## src/rtl/memform16_pkg.sv

```systemverilog
package memform16_pkg;

  localparam logic [2:0] REG_BX = 3'd3;
  localparam logic [2:0] REG_BP = 3'd5;
  localparam logic [2:0] REG_SI = 3'd6;
  localparam logic [2:0] REG_DI = 3'd7;

  typedef enum logic [1:0] {
    ST_IDLE = 2'd0,
    ST_LO   = 2'd1,
    ST_HI   = 2'd2
  } ctrlState_t;

  typedef struct packed {
    logic loadForm;
    logic takeLo;
    logic takeHi;
  } dpStrobe_t;

endpackage

```

## src/rtl/memform16_table.sv

```systemverilog
module memform16_table
  import memform16_pkg::*;
(
  input  logic [7:0] modrm,
  input  logic       longMode,
  input  logic       addrOverride,
  output logic       formErr,
  output logic [1:0] needBytes,
  output logic       tblBaseValid,
  output logic [2:0] tblBaseReg,
  output logic       tblIndexValid,
  output logic [2:0] tblIndexReg
);

  logic [1:0] modField;
  logic [2:0] rmField;
  logic       unusedRegBits;
  logic       bareDisp;

  assign modField      = modrm[7:6];
  assign rmField       = modrm[2:0];
  assign unusedRegBits = ^modrm[5:3];
  assign formErr       = longMode || !addrOverride || (modField == 2'b11);
  assign bareDisp      = (modField == 2'b00) && (rmField == 3'b110);

  always_comb begin
    needBytes = 2'd0;
    if (!formErr) begin
      case (modField)
        2'b01:   needBytes = 2'd1;
        2'b10:   needBytes = 2'd2;
        default: needBytes = bareDisp ? 2'd2 : 2'd0;
      endcase
    end
  end

  always_comb begin
    tblBaseValid  = 1'b1;
    tblIndexValid = 1'b0;
    tblBaseReg    = REG_BX;
    tblIndexReg   = REG_SI;
    case (rmField)
      3'b000: begin tblBaseReg = REG_BX; tblIndexReg = REG_SI; tblIndexValid = 1'b1; end
      3'b001: begin tblBaseReg = REG_BX; tblIndexReg = REG_DI; tblIndexValid = 1'b1; end
      3'b010: begin tblBaseReg = REG_BP; tblIndexReg = REG_SI; tblIndexValid = 1'b1; end
      3'b011: begin tblBaseReg = REG_BP; tblIndexReg = REG_DI; tblIndexValid = 1'b1; end
      3'b100: tblBaseReg = REG_SI;
      3'b101: tblBaseReg = REG_DI;
      3'b110: tblBaseReg = REG_BP;
      default: tblBaseReg = REG_BX;
    endcase
    if (formErr || bareDisp) begin
      tblBaseValid  = 1'b0;
      tblIndexValid = 1'b0;
    end
  end

endmodule

```

## src/rtl/memform16_ctrl.sv

```systemverilog
module memform16_ctrl
  import memform16_pkg::*;
(
  input  logic       clk,
  input  logic       rstN,
  input  logic       modrmValid,
  input  logic       dispValid,
  input  logic       formErr,
  input  logic [1:0] needBytes,
  output logic       modrmReady,
  output logic       dispReady,
  output dpStrobe_t  strobe,
  output logic       done
);

  ctrlState_t state, nextState;
  logic       wideDisp;
  logic       doneNxt;

  always_comb begin
    nextState  = state;
    strobe     = '0;
    doneNxt    = 1'b0;
    modrmReady = (state == ST_IDLE);
    dispReady  = (state != ST_IDLE);
    case (state)
      ST_IDLE: if (modrmValid) begin
        strobe.loadForm = 1'b1;
        if (formErr || needBytes == 2'd0) doneNxt = 1'b1;
        else                              nextState = ST_LO;
      end
      ST_LO: if (dispValid) begin
        strobe.takeLo = 1'b1;
        if (wideDisp) nextState = ST_HI;
        else begin
          doneNxt   = 1'b1;
          nextState = ST_IDLE;
        end
      end
      ST_HI: if (dispValid) begin
        strobe.takeHi = 1'b1;
        doneNxt       = 1'b1;
        nextState     = ST_IDLE;
      end
      default: nextState = ST_IDLE;
    endcase
  end

  always_ff @(posedge clk) begin
    if (!rstN) begin
      state    <= ST_IDLE;
      wideDisp <= 1'b0;
      done     <= 1'b0;
    end else begin
      state <= nextState;
      done  <= doneNxt;
      if (strobe.loadForm) wideDisp <= (needBytes == 2'd2);
    end
  end


  ready_excl_chk: assert property (@(posedge clk) disable iff (!rstN)
    $onehot0({modrmReady, dispReady}));


  disp_entry_chk: assert property (@(posedge clk) disable iff (!rstN)
    $rose(dispReady) |-> $past(modrmValid && modrmReady));


  done_after_hs_chk: assert property (@(posedge clk) disable iff (!rstN)
    done |-> ($past(modrmValid && modrmReady) || $past(dispValid && dispReady)));

endmodule

```

## src/rtl/memform16_dp.sv

```systemverilog
module memform16_dp
  import memform16_pkg::*;
#(
  parameter int DISP_W = 32
) (
  input  logic              clk,
  input  logic              rstN,
  input  dpStrobe_t         strobe,
  input  logic              formErr,
  input  logic [1:0]        needBytes,
  input  logic              tblBaseValid,
  input  logic [2:0]        tblBaseReg,
  input  logic              tblIndexValid,
  input  logic [2:0]        tblIndexReg,
  input  logic [7:0]        dispByte,
  input  logic              done,
  output logic              err,
  output logic              baseValid,
  output logic [2:0]        baseReg,
  output logic              indexValid,
  output logic [2:0]        indexReg,
  output logic [DISP_W-1:0] disp,
  output logic [1:0]        dispCount
);

  localparam int TOP = DISP_W - 1;

  logic [15:0] wideWord;
  assign wideWord = {dispByte, disp[7:0]};

  always_ff @(posedge clk) begin
    if (!rstN) begin
      err        <= 1'b0;
      baseValid  <= 1'b0;
      baseReg    <= '0;
      indexValid <= 1'b0;
      indexReg   <= '0;
      disp       <= '0;
      dispCount  <= '0;
    end else begin
      if (strobe.loadForm) begin
        err        <= formErr;
        baseValid  <= tblBaseValid;
        baseReg    <= tblBaseReg;
        indexValid <= tblIndexValid;
        indexReg   <= tblIndexReg;
        dispCount  <= formErr ? 2'd0 : needBytes;
        disp       <= '0;
      end
      if (strobe.takeLo) disp <= DISP_W'(signed'(dispByte));
      if (strobe.takeHi) disp <= DISP_W'(signed'(wideWord));
    end
  end


  err_no_operand_chk: assert property (@(posedge clk) disable iff (!rstN)
    (done && err) |-> (!baseValid && !indexValid && dispCount == 2'd0 && disp == '0));


  index_needs_base_chk: assert property (@(posedge clk) disable iff (!rstN)
    (done && indexValid) |-> baseValid);


  bare_disp16_chk: assert property (@(posedge clk) disable iff (!rstN)
    (done && !err && !baseValid) |-> (dispCount == 2'd2));


  sext8_chk: assert property (@(posedge clk) disable iff (!rstN)
    (done && dispCount == 2'd1) |-> ((&disp[TOP:7]) || !(|disp[TOP:7])));

endmodule

```

## src/rtl/memform16_decode.sv

```systemverilog
module memform16_decode
  import memform16_pkg::*;
#(
  parameter int DISP_W = 32
) (
  input  logic              clk,
  input  logic              rstN,
  input  logic              modrmValid,
  output logic              modrmReady,
  input  logic [7:0]        modrmByte,
  input  logic              longMode,
  input  logic              addrOverride,
  input  logic              dispValid,
  output logic              dispReady,
  input  logic [7:0]        dispByte,
  output logic              done,
  output logic              err,
  output logic              baseValid,
  output logic [2:0]        baseReg,
  output logic              indexValid,
  output logic [2:0]        indexReg,
  output logic [3:0]        scale,
  output logic [DISP_W-1:0] disp,
  output logic [1:0]        dispCount
);

  dpStrobe_t  strobe;
  logic       formErr;
  logic [1:0] needBytes;
  logic       tblBaseValid, tblIndexValid;
  logic [2:0] tblBaseReg, tblIndexReg;

  assign scale = 4'd1;

  memform16_table u_table (
    .modrm        (modrmByte),
    .longMode     (longMode),
    .addrOverride (addrOverride),
    .formErr      (formErr),
    .needBytes    (needBytes),
    .tblBaseValid (tblBaseValid),
    .tblBaseReg   (tblBaseReg),
    .tblIndexValid(tblIndexValid),
    .tblIndexReg  (tblIndexReg)
  );

  memform16_ctrl u_ctrl (
    .clk       (clk),
    .rstN      (rstN),
    .modrmValid(modrmValid),
    .dispValid (dispValid),
    .formErr   (formErr),
    .needBytes (needBytes),
    .modrmReady(modrmReady),
    .dispReady (dispReady),
    .strobe    (strobe),
    .done      (done)
  );

  memform16_dp #(.DISP_W(DISP_W)) u_dp (
    .clk          (clk),
    .rstN         (rstN),
    .strobe       (strobe),
    .formErr      (formErr),
    .needBytes    (needBytes),
    .tblBaseValid (tblBaseValid),
    .tblBaseReg   (tblBaseReg),
    .tblIndexValid(tblIndexValid),
    .tblIndexReg  (tblIndexReg),
    .dispByte     (dispByte),
    .done         (done),
    .err          (err),
    .baseValid    (baseValid),
    .baseReg      (baseReg),
    .indexValid   (indexValid),
    .indexReg     (indexReg),
    .disp         (disp),
    .dispCount    (dispCount)
  );

endmodule

```

## config.mk

```make
export PLATFORM = sky130hd
export DESIGN_NAME = memform16_decode
export DESIGN_NICKNAME = d
export VERILOG_FILES = /design/src/rtl/memform16_pkg.sv /design/src/rtl/memform16_table.sv /design/src/rtl/memform16_ctrl.sv /design/src/rtl/memform16_dp.sv /design/src/rtl/memform16_decode.sv
export SDC_FILE = /design/constraint.sdc
export NUM_CORES = 1
export LEC_CHECK = 0
export BUFFER_PORTS_ARGS = -buffer_cell sky130_fd_sc_hd__buf_2
export CAP_MARGIN = 20
export CORE_MARGIN = 1
export CORE_UTILIZATION = 41
export DETAILED_ROUTE_END_ITERATION = 6
export PLACE_DENSITY = 0.75
export SLEW_MARGIN = 10
export SYNTH_ARGS = -nofsm -noshare
export SYNTH_HDL_FRONTEND = slang
export SYNTH_SLANG_ARGS = --single-unit
```

## constraint.sdc

```tcl
create_clock -name clk -period 1.2 [get_ports clk]
set_input_delay 0.24 -clock clk [delete_from_list [all_inputs] [get_ports clk]]
set_output_delay 0.24 -clock clk [all_outputs]
set_load 0.02 [all_outputs]
```

# After elaboration in Yosys (flattened, before gate mapping)
# Cells that the tools add are included.
[word_totals] ff_bits=47 latchBits=0 ramBits=0 mem_bits_ro=0 inputBits=22 out_inout_bits=50 wordCells=74 mem_count=0
[op_classes] addsub=0 mul=0 div=0 magnitude_cmp=0 eq_ne=16 shifts=0 muxes=28 n_bitwise=1 reduce_logical=18
[op_table] operator="$mux 32" n=3
[op_table] operator="$mux 2" n=8
[op_table] operator="$mux 1" n=13
[op_table] operator="$eq 3x3->1 const B" n=3
[op_table] operator="$pmux 3 s3" n=1
[op_table] operator="$eq 2x2->1 const B" n=4
[op_table] operator="$ne 2x2->1 const B" n=4
[op_table] operator="$eq 3x2->1 const B" n=2
[op_table] operator="$logic_not 2->1" n=3
[op_table] operator="$pmux 2 s3" n=1
[op_table] operator="$eq 2x1->1 const B" n=2
[op_table] operator="$logic_or 1x1->1" n=4
[op_table] operator="$pmux 2 s2" n=1
[op_table] operator="$reduce_and 4->1" n=1
[op_table] operator="$reduce_bool 2->1" n=2
[op_table] operator="$reduce_or 4->1" n=1
[op_table] operator="$eq 3x1->1 const B" n=1
[op_table] operator="$logic_not 3->1" n=1
[op_table] operator="$pmux 1 s3" n=1
[op_table] operator="$reduce_bool 3->1" n=1
[op_table] operator="$reduce_or 3->1" n=1
[op_table] operator="$reduce_and 2->1" n=1
[op_table] operator="$reduce_or 2->1" n=1
[op_table] operator="$logic_and 1x1->1" n=1
[op_table] operator="other kinds (2)" n=2

# Depth between registers and ports, before layout
[logic_depth] word_depth=10 ltp_mapped=6 mapped_depth_nobuf=6

# By module
# A second synthesis with hierarchy kept.
[hier_totals] cells_unflattened=175 hier_area_um2=1590.3
[by_module_without_submodules] module="memform16_dp" instances=1 cells_per_inst=120 area_per_inst_um2=1159.9 seq_area_each_um2=540.5
[by_module_without_submodules] module="memform16_ctrl" instances=1 cells_per_inst=25 area_per_inst_um2=212.7 seq_area_each_um2=80.1
[by_module_without_submodules] module="memform16_table" instances=1 cells_per_inst=24 area_per_inst_um2=180.2 seq_area_each_um2=0.0
[by_module_without_submodules] module="memform16_decode" instances=1 cells_per_inst=6 area_per_inst_um2=37.5 seq_area_each_um2=0.0

# Worst setup path before layout
# OpenSTA, ideal clock, no wires.
[synth_path] path_kind="reg2reg" from="register u_ctrl.state[0]" to="register u_dp.baseReg[0]" setup_ns=0.122 arrival_ns=1.253 t_required_ns=1.078 path_slack_ns=-0.175 stages_incl_launch_ff=7 path_buffers=1 synth_period_minus_slack_ns=1.375 cell_sequence="dfxtp_1 -> buf_2 -> or2_4 -> inv_2 -> nand2_2 -> nor4b_2 -> nor3b_1"
[synth_between] elab_chain_cells=2
[synth_lines] item="start: declaration" line_no="memform16_ctrl.sv:16" source="ctrlState_t state, nextState;"
[synth_lines] item="start signal: assignment" line_no="memform16_ctrl.sv:55" source="state <= nextState;"
[synth_lines] item="$logic_not 2->1"
[synth_lines] item="named net modrmReady" line_no="memform16_decode.sv:9" source="output logic modrmReady,"
[synth_lines] item="$mux 1" line_no="memform16_ctrl.sv:26" source="case (state)"
[synth_lines] item="end signal: assignment" line_no="memform16_dp.sv:44" source="baseReg <= tblBaseReg;"
[synth_lines] item="end: declaration" line_no="memform16_dp.sv:19" source="output logic [2:0] baseReg,"
# The timed path passes the listed nets, and every way through them passes these cells.
# A chain may end at the register's enable or synchronous reset.

# Worst setup path after layout
[layout_path] from="register u_ctrl.state[1]" to="output dispReady"
[layout_between] elab_chain_cells=1
[layout_lines] item="$reduce_bool 2->1" line_no="memform16_ctrl.sv:25" source="dispReady = (state != ST_IDLE);"
[layout_lines] item="end: declaration" line_no="memform16_decode.sv:14" source="output logic dispReady,"
# No other way between the ends.

==> impl_metrics.json <==
{
  "cts_tree": "yes",
  "clk_path_buf_depth": 2,
  "vdd_ir_drop_max_uv": 753,
  "synthArstFlopShare_pct": 0,
  "grt_pass1_wl_um": 5810,
  "gp_congestion": 0.858,
  "die_x_um": 62.3,
  "syn_area_um2": 1490,
  "htree_levels": 2,
  "synth_ff_type": "dfxtp_1",
  "power_mw": 2.14,
  "rsz0062_at_grt": "yes",
  "power_density_nw_per_um2": 910,
  "drc_errors": 0,
  "maxCapViolCount": 0,
  "layout_setup_ws_ps": -215,
  "area_growth_pct": 57.8,
  "status": "finished with violations",
  "leakagePower_nw": 1.08,
  "grt_max_degree": 23,
  "ios": 72,
  "routed_wl_um": 3770,
  "setup_viol": 39,
  "cp_data_arrival_time_ps": 1180,
  "die_y_um": 62.3,
  "clk_pin_slew_ps": 90,
  "critPathRequiredTime_ps": 960,
  "fin_tns_setup_ps": -2970,
  "multi_input_comb_area_um2": 846,
  "hold_class": "in2reg",
  "diodes": 0,
  "antenna_found_initial": 0,
  "cp_max_fo": 3,
  "row_count": 21,
  "first_iter_violations": 26,
  "synth_top_area_share_pct": 40.3,
  "synth_top_cell_by_area": "dfxtp_1",
  "grt_pass1_vias": 1293,
  "first_pass_iters": 4,
  "io_buffer_count": 64,
  "vias": 1338,
  "ant_nets": 0,
  "failed_checks": "setup timing",
  "die_area_um2": 3880,
  "vias_per_cell": 4.87,
  "initial_utilization_pct": 43.6,
  "min_period_ps": 1420,
  "synth_warnings": 0,
  "numClockSinks": 30,
  "drive_gt1_share_pct": 61.6,
  "layout.nets": 254,
  "finalHoldViolCount": 0,
  "clk-insertion-delay-late_ps": 330,
  "numCtsBuffers": 5,
  "grtUsageTotal_pct": 18.7,
  "root_buffer": "clkbuf_4",
  "place_area_um2": 1850,
  "skew_ps": 5.73,
  "synth-seq-cells": 30,
  "regArea_um2": 612,
  "critPathKind": "reg2out",
  "endpoint_kind": "primary output",
  "coreArea_um2": 3420,
  "synth_area_leaders": "dfxtp_1, buf_4, o221a_1, nor2b_1, a22oi_1",
  "ys_types": 41,
  "stdcell_area_um2": 2350,
  "fin_crit_sh_pct": 118,
  "max_freq_mhz": 707,
  "nFillCells": 248,
  "slew_viol_final": 0,
  "start_kind": "flip-flop",
  "synth_enable_flop_cells": 0,
  "wire_per_inst_um": 13.7,
  "overflow": 0,
  "seq_area_frac_synth_pct": 40.3,
  "syn_avg_cell_area_um2": 9.93,
  "synthCells": 150,
  "dp_hpwl_um": 2320
}
## state kept, by name, indices dropped and copies added, names as in the netlist
signal,flops
u_dp.indexReg,2
u_ctrl.done,1
u_dp.baseValid,1
u_ctrl.state,2
u_ctrl.wideDisp,1
u_dp.indexValid,1
u_dp.disp,16
u_dp.baseReg,3
u_dp.err,1
u_dp.dispCount,2
## per-stage QoR
stage	hold slack [ps]	cells	setup WS, ps	utilization, %
3_3_place_gp	443	255	-171	54.2
5_1_grt	174	275	-252	68.8
2_1_floorplan	370	152	-89.4	-
4_1_cts	186	271	-222	62.2
3_5_place_dp	442	255	-205	54.2
6_report	184	275	-215	68.8
## Yosys cell counts (all sizes together), types with 4 or more instances
library cell  number
nor2b             10
a22oi              8
inv                4
nand3              7
nand2             11
dfxtp             30
o221a              7
o21ai              5
buf               25
ha                 4
## kinds of logic after synthesis
group / after synthesis / synth area share, %
mux: 2 / 1.43
flops: 30 / 40.3
fa+ha+maj: 4 / 3.36
other cells: 2 / 0.504
compound gates: 35 / 18.9
buf+inv: 31 / 14.7
simple gates: 46 / 20.8
## critical path, stage by stage (launching register included)
cell and delay [ps]:
dfxtp_4 350, or2_4 270, buf_6 120, buf_6 120
## final timing paths
check | from | endpoint | slack, ps | cells after the start
max reg2reg | u_ctrl.state[1] | u_dp.disp[11] | -150 | 5
min reg2reg | u_dp.baseReg[2] | u_dp.baseReg[2] | 460 | 2
min | rstN | u_ctrl.state[1] | 180 | 2
max | u_ctrl.state[1] | dispReady | -220 | 3
## cell usage in the layout (no fill, tap or decap), drive strengths merged, types with 2 or more instances in the layout
cell type,count
and2,3
o211a,2
conb,4
nand3b,2
nor2b,10
nand2,11
nand3,7
buf,95
a21boi,3
o21a,3
a21oi,3
clkinv,2
a22oi,8
nor2,4
o221a,7
dfxtp,30
o21ai,5
inv,3
ha,4
nor3b,3
o211ai,2
clkbuf,6
nand2b,2
## per-layer routing
layer / up-vias / global-route usage, % / wire length, µm
met3: 6 / 4.04 / 180
li1: 661 / - / -
met5: - / 0 / 0
met2: 51 / 33.1 / 2000
met4: 0 / 9.01 / 49
met1: 620 / 21.2 / 1530
## final cells by class
type / count / share of cell area, %
timing repair buffer: 95 / 32.0
clock buffer: 6 / 2.18
sequential: 30 / 26.0
inverter: 4 / 0.852
clock inverter: 2 / 0.532
multi-input combinational: 92 / 36.0
tap: 46 / 2.45
## where the power goes
group | switching (mW) | internal (mW) | leakage, nW
Sequential | 0.0204 | 1.03 | 0.247
Clock | 0.354 | 0.281 | 0.0343
Combinational | 0.245 | 0.211 | 0.794
Total | 0.619 | 1.52 | 1.08
## repair_timing
| item | in CTS | in global routing |
|---|---|---|
| hold buffers | 0 | 0 |
| gates cloned | 3 | 1 |
| resized for setup | 48 | 47 |
| setup endpoints to repair | 44 | 48 |
| setup buffers | 5 | 3 |
| pin swaps | 6 | 16 |
(Power assumes the default switching activity.)
